**src/rtl/enc66_pkg.sv**
```systemverilog
package enc66_pkg;
  localparam logic [1:0] HDR_DATA = 2'b01;
  localparam logic [1:0] HDR_CTRL = 2'b10;
endpackage

```
**src/rtl/enc66_hdr_sel.sv**
```systemverilog
module enc66_hdr_sel #(
  parameter int BYTES = 8
) (
  input  logic [BYTES-1:0] ctrl_i,
  output logic [1:0]       hdr_o
);
  import enc66_pkg::*;
  always_comb hdr_o = (|ctrl_i) ? HDR_CTRL : HDR_DATA;
endmodule

```
**src/rtl/enc66_scrambler.sv**
```systemverilog
module enc66_scrambler #(
  parameter int DATA_W   = 64,
  parameter int TAP_NEAR = 39,
  parameter int TAP_FAR  = 58
) (
  input  logic              clk_i,
  input  logic              rst_ni,
  input  logic              adv_i,
  input  logic [DATA_W-1:0] data_i,
  output logic [DATA_W-1:0] scr_o
);
  logic [TAP_FAR-1:0] state_q, state_d;

  // bit 0 first; each output bit is shifted into the state
  always_comb begin
    state_d = state_q;
    scr_o   = '0;
    for (int i = 0; i < DATA_W; i++) begin
      scr_o[i] = data_i[i] ^ state_d[TAP_NEAR-1] ^ state_d[TAP_FAR-1];
      state_d  = {state_d[TAP_FAR-2:0], scr_o[i]};
    end
  end

  always_ff @(posedge clk_i or negedge rst_ni) begin
    if (!rst_ni)    state_q <= '1;
    else if (adv_i) state_q <= state_d;
  end


  state_hold_chk: assert property (@(posedge clk_i) disable iff (!rst_ni)
    !adv_i |=> $stable(state_q));
endmodule

```
**src/rtl/enc66_tx.sv**
```systemverilog
module enc66_tx #(
  parameter int DATA_W   = 64,
  parameter int TAP_NEAR = 39,
  parameter int TAP_FAR  = 58,
  localparam int BYTES   = DATA_W / 8,
  localparam int BLK_W   = DATA_W + 2
) (
  input  logic              clk_i,
  input  logic              rst_ni,
  input  logic              in_valid_i,
  output logic              in_ready_o,
  input  logic [DATA_W-1:0] data_i,
  input  logic [BYTES-1:0]  ctrl_i,
  output logic              out_valid_o,
  output logic [BLK_W-1:0]  block_o
);
  logic              ready_q, accept, out_valid_q;
  logic [1:0]        hdr;
  logic [DATA_W-1:0] scr;
  logic [BLK_W-1:0]  block_q;

  assign accept = in_valid_i & ready_q;

  enc66_hdr_sel #(.BYTES(BYTES)) u_hdr (
    .ctrl_i (ctrl_i),
    .hdr_o  (hdr)
  );

  enc66_scrambler #(.DATA_W(DATA_W), .TAP_NEAR(TAP_NEAR), .TAP_FAR(TAP_FAR)) u_scr (
    .clk_i  (clk_i),
    .rst_ni (rst_ni),
    .adv_i  (accept),
    .data_i (data_i),
    .scr_o  (scr)
  );

  always_ff @(posedge clk_i or negedge rst_ni) begin
    if (!rst_ni) begin
      ready_q     <= 1'b0;
      out_valid_q <= 1'b0;
      block_q     <= '0;
    end else begin
      ready_q     <= 1'b1;
      out_valid_q <= accept;
      if (accept) block_q <= {scr, hdr};
    end
  end

  assign in_ready_o  = ready_q;
  assign out_valid_o = out_valid_q;
  assign block_o     = block_q;


  vld_follow_chk: assert property (@(posedge clk_i) disable iff (!rst_ni)
    out_valid_o == $past(in_valid_i && in_ready_o));

  blk_hold_chk: assert property (@(posedge clk_i) disable iff (!rst_ni)
    !out_valid_o |-> $stable(block_o));

  hdr_sel_chk: assert property (@(posedge clk_i) disable iff (!rst_ni)
    out_valid_o |-> block_o[1:0] == ($past(|ctrl_i) ? 2'b10 : 2'b01));

  hdr_edge_chk: assert property (@(posedge clk_i) disable iff (!rst_ni)
    out_valid_o |-> block_o[1] != block_o[0]);

  ready_stay_chk: assert property (@(posedge clk_i) disable iff (!rst_ni)
    in_ready_o |=> in_ready_o);
endmodule

```
**config.mk**
```make
export PLATFORM = sky130hd
export DESIGN_NAME = enc66_tx
export DESIGN_NICKNAME = d
export VERILOG_FILES = /design/src/rtl/enc66_pkg.sv /design/src/rtl/enc66_hdr_sel.sv /design/src/rtl/enc66_scrambler.sv /design/src/rtl/enc66_tx.sv
export SDC_FILE = /design/constraint.sdc
export NUM_CORES = 1
export LEC_CHECK = 0
export BUFFER_PORTS_ARGS = -buffer_cell sky130_fd_sc_hd__clkbuf_2
export CORE_UTILIZATION = 55
export DETAILED_ROUTE_END_ITERATION = 7
export PLACE_DENSITY = 0.87
export SLEW_MARGIN = 10
export SYNTH_ARGS = -nofsm -noshare
export SYNTH_HDL_FRONTEND = slang
export SYNTH_SLANG_ARGS = --single-unit
```
**constraint.sdc**
```tcl
create_clock -name clk_i -period 3.75 [get_ports clk_i]
set_clock_uncertainty 0.15 [all_clocks]
set_input_delay 0.9375 -clock clk_i [delete_from_list [all_inputs] [get_ports clk_i]]
set_output_delay 0.9375 -clock clk_i [all_outputs]
set_load 0.05 [all_outputs]
```
==> results.ini, run 1 <==
[worst_setup_path]
path_cells=clkbuf_2
reg2reg_from=in_ready_o$_DFF_PN0_
rrSetupSlack_ns=1.97
cp-end-kind=output pin
crit_path_max_incr_delay_ns=0.39
critPathMaxFanout=2
path_buf_inv=1
crit_required_ns=2.66
rr_worst_depth=4
worstSetupStartpointType=register
cpMaxStageDelayCell=dfrtp_1
cp-startpoint=block_o[45]$_DFFE_PN0P_
path_delay_family=flip-flops
r2r_end=block_o[1]$_DFFE_PN0P_
critPathKind=reg2out
cp.depth=1
cp.arrival_ns=1.21
cp-endpoint=block_o[45]

[hold_path]
hp-class=in2async

[detailed_routing]
post_drt_wl_per_cell_um=16.3
drt_pass1_iterations=4
vias_per_cell=5.15
drt-total-wl_um=12300
ant_nets=0
vias=3881
drt-initial-drc-count=158
drc=0

[power_and_ir_drop]
p_leak_nw=3.99
peakVddDrop_mv=0.646
total_power_mw=8.38
power_density_nw_per_um2=1130

[yosys]
syn_inst=464
synth-seq-cells=126
syn_nets=539
ys_warn_count=0
ys_seq_area_frac=0.543
syn_avg_cell_area_um2=12.8
synth_area_um2=5940
ys_types=16
yosysTopAreaCellShare=0.286
yosys.area.top_type=dfrtp_1
synth.area.top_cells=dfrtp_1 29%, dfstp_2 26%, xnor3_1 17%

[global_routing]
overflow=0
antenna_found_initial=0
grt_max_degree=214
grt_pass1_wl_um=19900
track_usage=0.237
grt_pass1_vias=4062

[timing]
fin_crit_ns=2.29
setup_tns_ns=0
timing.hold.ws_ns=0.314
hold_violations=0
worstMarginPinSlew_ns=0.803
drv_slew=0
setup_violations=0
rsz0062_at_grt=no
slew_headroom=0.465
clock.fmax_mhz=436
fin_crit_sh=0.612

[job]
drv_cap=0

[clock_network]
hold_buffers=0
cts-resized-gates=0
htree_levels=4
cts_setup_buffers=0
clkSlewWorstSetupHoldPaths_ns=0.06
clk_path_buf_depth=2
cts.sinks=126
cts_tree=built
cts_root_buf=clkbuf_8
clock_latency_ns=0.51
numCtsBuffers=17

[cells_and_area]
fillers=709
drive_gt1_frac=0.381
syn2layout_area_growth_pct=24.7
diodes=0
final_nets=679

[floorplan]
die_area_um2=11200
die_w_um=106
core_um2=10400
die_h_um=106
fp-row-count=37
initial_core_util=0.570
io_pins=143

[placed_design]
dp_hpwl_um=8630
io_buffer_count=142
gp_congestion=0.785

[run_status]
status=completed

## through the flow
| step | std cells | setup WS, ns | cell area (um^2) | utilization |
|---|---|---|---|---|
| 6_report | 753 | 1.46 | 7410 | 0.711 |
| 2_1_floorplan | 464 | 1.80 | 5940 | - |
| 3_5_place_dp | 721 | 1.40 | 6760 | 0.649 |
| 3_3_place_gp | 721 | 1.46 | 6760 | 0.649 |
| 4_1_cts | 753 | 1.43 | 7410 | 0.711 |
| 5_1_grt | 753 | 1.40 | 7410 | 0.711 |
## state kept, by name, indices dropped and copies added (netlist names)
register       count
block_o           66
in_ready_o         1
out_valid_o        1
u_scr.state_q     58
## layer usage
layer / routed length (um) / vias up / track usage
met3: 664 / 14 / 0.0699
met1: 5160 / 1915 / 0.295
met5: 0 / - / 0
met2: 6320 / 108 / 0.397
li1: - / 1844 / -
met4: 160 / 0 / 0.0863
## cells in the mapped netlist, drive strengths merged
master / number
a21o: 66
buf: 13
clkbuf: 10
conb: 1
dfrtp: 68
dfstp: 58
inv: 1
nand2: 59
nand3: 1
nor2: 33
nor4: 2
o21a: 1
o21ai: 56
xnor2: 50
xnor3: 45
## layout make-up
type | instances | area [um^2] | area share
sequential | 126 | 3230 | 0.436
multi-input combinational | 314 | 2610 | 0.352
timing repair buffer | 144 | 753 | 0.102
clock buffer | 18 | 428 | 0.0578
clock inverter | 14 | 216 | 0.0292
tap | 136 | 170 | 0.0230
inverter | 1 | 3.75 | 0.000507
## report_power, final
part / switching, mW / internal (mW) / leakage [nW]
sequential: 0.540 / 2.22 / 1.45
combinational: 2.22 / 1.63 / 2.24
clock: 0.607 / 1.16 / 0.303
## kinds of logic after synthesis
group,share of synthesized area
buf+inv,0.0190
compound gates,0.132
flops,0.543
simple gates,0.0611
xor+xnor,0.244
other cells,0.000631
## worst min-delay path by stage
| stage | startpoint | endpoint | slack (ns) | depth (start not counted) |
|---|---|---|---|---|
| floorplan | u_scr.state_q[0]$_DFFE_PN1P_ | u_scr.state_q[0]$_DFFE_PN1P_ | 0.32 | 2 |
| global placement | block_o[19]$_DFFE_PN0P_ | block_o[19]$_DFFE_PN0P_ | 0.31 | 1 |
| detailed placement | block_o[38]$_DFFE_PN0P_ | block_o[38]$_DFFE_PN0P_ | 0.32 | 1 |
| CTS | rst_ni | block_o[39]$_DFFE_PN0P_ | 0.33 | 1 |
| global route | block_o[32]$_DFFE_PN0P_ | block_o[32]$_DFFE_PN0P_ | 0.34 | 1 |
| finish | rst_ni | block_o[39]$_DFFE_PN0P_ | 0.31 | 1 |
## cell usage in the layout (no fill, tap or decap)
cell type / netlist / routed
clkbuf_2: 0 / 141
dfrtp_1: 68 / 68
a21o_1: 66 / 66
nand2_1: 59 / 58
dfstp_2: 58 / 58
o21ai_0: 56 / 56
xnor2_1: 50 / 50
xnor3_1: 45 / 45
nor2_1: 33 / 33
clkbuf_16: 0 / 16
bufinv_16: 0 / 5
clkinvlp_4: 0 / 4
clkinv_4: 0 / 3
nor4_1: 2 / 2
clkbuf_8: 0 / 2
clkinv_2: 0 / 2
buf_12: 0 / 2
nand2_4: 0 / 1
inv_1: 1 / 1
nand3_1: 1 / 1
o21a_1: 1 / 1
conb_1: 1 / 1
buf_4: 0 / 1
(Power assumes the default switching activity.)
==> run 2: changes to the inputs <==
--- a/config.mk
+++ b/config.mk
@@ -6,9 +6,9 @@
 export NUM_CORES = 1
 export LEC_CHECK = 0
 export BUFFER_PORTS_ARGS = -buffer_cell sky130_fd_sc_hd__clkbuf_2
-export CORE_UTILIZATION = 55
+export CORE_UTILIZATION = 54
 export DETAILED_ROUTE_END_ITERATION = 7
-export PLACE_DENSITY = 0.87
+export PLACE_DENSITY = 0.85
 export SLEW_MARGIN = 10
 export SYNTH_ARGS = -nofsm -noshare
 export SYNTH_HDL_FRONTEND = slang
==> constraint.sdc (replaced) <==
create_clock -name clk_i -period 2.3 [get_ports clk_i]
set_clock_uncertainty 0.15 [all_clocks]
set_input_delay 0.575 -clock clk_i [delete_from_list [all_inputs] [get_ports clk_i]]
set_output_delay 0.575 -clock clk_i [all_outputs]
set_load 0.05 [all_outputs]
==> run 2 against run 1 <==
  * Cell count rose by 0.93%
  * Critical path depth did not move
  * Die area rose by 1.8%
  * Hold slack got worse by 0.11 ns
  * Highest routed layer unchanged
  * Largest cell class unchanged
  * Count of clock-buffer cells in the layout rose by 7
  * First-iteration DRC count rose by 8.2%
  * Wire length rose by 1.5%
==> results.ini, run 2 (same netlist as run 1, synthesis figures left out) <==
[run_status]
status=completed

[clock_network]
numCtsBuffers=17  ; unchanged
cts.sinks=126  ; unchanged
clk_path_buf_depth=2  ; unchanged
htree_levels=4  ; unchanged
cts_tree=built
clkSlewWorstSetupHoldPaths_ns=0.05  ; about the same
cts_root_buf=clkbuf_8
clock_latency_ns=0.51  ; about the same
cts_setup_buffers=0  ; unchanged

[cells_and_area]
drive_gt1_frac=0.381  ; +0.000535
layout_common_cells=141 x clkbuf_2, 68 x dfrtp_1, 66 x a21o_1
syn2layout_area_growth_pct=25.6
final_nets=687  ; +1.2%
layout_commonest_cell=clkbuf_2
fillers=727  ; +2.5%
diodes=0  ; unchanged
final_core_util=0.710  ; -0.00103
largest_register_ffs=66  ; unchanged
multiInputGateArea_um2=2610  ; unchanged
seq_area_um2=3230  ; unchanged

[power_and_ir_drop]
total_power_mw=13.5  ; +61%
power_density_nw_per_um2=1810  ; +60%
p_leak_nw=4.03  ; +1.2%
peakVddDrop_mv=1.04  ; +61%

[detailed_routing]
ant_nets=0  ; unchanged
vias=3958  ; +2.0%
wl_met2_um=6400  ; +1.2%
vias_per_cell=5.21  ; +1.0%
drt-initial-drc-count=171  ; +8.2%
dr_wl_met3_um=645  ; -2.9%
drc=0  ; unchanged
top_layer_used=met4
drt_pass1_iterations=5  ; +1
wl_met1_um=5310  ; +3.0%
drt-total-wl_um=12500  ; +1.5%
post_drt_wl_per_cell_um=16.4  ; +0.57%

[worst_setup_path]
cp-end-kind=output pin
worstSetupStartpointType=register
path_delay_family=flip-flops
path_cells=clkbuf_2
critPathMaxFanout=2  ; unchanged
critPathKind=reg2out
crit_required_ns=1.57  ; -1.09 ns
cp.arrival_ns=1.19  ; -0.02 ns
path_buf_inv=1  ; unchanged
crit_path_max_incr_delay_ns=0.38  ; about the same
cpMaxStageDelayCell=dfrtp_1

[global_routing]
track_usage=0.240  ; +0.00296
grt_pass1_wl_um=20300  ; +2.2%
overflow=0  ; unchanged
antenna_found_initial=0  ; unchanged
grt_pass1_vias=4162  ; +2.5%
grt_max_degree=66  ; -69%

[timing]
setup_violations=0  ; unchanged
hold_violations=0  ; unchanged
rsz0062_at_grt=no
fin_crit_ns=1.91
layout_setup_ws_ns=0.389  ; -1.07 ns
drv_slew=0  ; unchanged
clock.fmax_mhz=523
fin_crit_sh=0.831
setup_tns_ns=0  ; unchanged

[floorplan]
die_area_um2=11400  ; +1.8%
initial_core_util=0.565  ; -0.00502
fp-row-count=37  ; unchanged
io_pins=143  ; unchanged
die_w_um=107  ; +0.90%
core_um2=10500  ; +0.89%
die_h_um=107  ; +0.90%

[placed_design]
io_buffer_count=142  ; unchanged
pre_cts_ws_ns=0.455  ; -0.947 ns
dp_hpwl_um=9000  ; +4.4%
gp_congestion=0.796  ; +1.4%

[hold_path]
hp-class=in2reg

[job]
drv_cap=0  ; unchanged

run 2: worst register-to-register path, delay by kind of cell, from the launching register on:
| family | cells | cell delay [ns] |
|---|---|---|
| flip-flops | 1 | 0.56 |
| XOR/XNOR | 2 | 0.69 |
| AO/OA/AOI/OAI | 1 | 0.13 |
run 2: metal layers:
metal	GRT usage	vias to the layer above
met4	0.0793	0
met3	0.0754	13
met5	0	-
met1	0.301	1970
li1	-	1865
met2	0.398	110
run 2: worst paths after layout:
path / to / startpoint / depth (start not counted) / slack [ns]
worst max-delay path: block_o[52] / block_o[52]$_DFFE_PN0P_ / 1 / 0.39
worst min-delay path: block_o[0]$_DFFE_PN0P_ / ctrl_i[3] / 4 / 0.20
worst max register to register: block_o[57]$_DFFE_PN0P_ / u_scr.state_q[22]$_DFFE_PN1P_ / 3 / 0.64
worst min register to register: block_o[34]$_DFFE_PN0P_ / block_o[34]$_DFFE_PN0P_ / 1 / 0.32
max in group asynchronous: u_scr.state_q[10]$_DFFE_PN1P_ / rst_ni / 3 / 1.17
min in group asynchronous: block_o[20]$_DFFE_PN0P_ / rst_ni / 2 / 0.26
run 2: area by class of cell:
type	count	share of cell area
Multi-Input combinational cell	314	0.350
Sequential cell	126	0.432
Clock buffer	25	0.0662
Tap cell	136	0.0228
Timing Repair Buffer	152	0.114
Inverter	1	0.000503
Clock inverter	6	0.0141
run 2: report_power, final:
group | internal (mW) | switching (mW) | leakage [nW]
sequential | 3.62 | 0.864 | 1.45
clock | 1.78 | 0.898 | 0.298
combinational | 2.68 | 3.67 | 2.29
run 2: repair_timing:
action	in CTS	in global routing
endpoints found under the hold margin	69	0
gates resized for setup	0	0
hold buffers	1	0
run 2: metrics by stage:
stage	cell area, um^2	hold slack [ns]	instances
2_1_floorplan	5940	0.129	464
3_3_place_gp	6850	0.235	728
3_5_place_dp	6850	0.237	728
4_1_cts	7460	0.182	760
5_1_grt	7460	0.196	760
6_report	7460	0.203	760
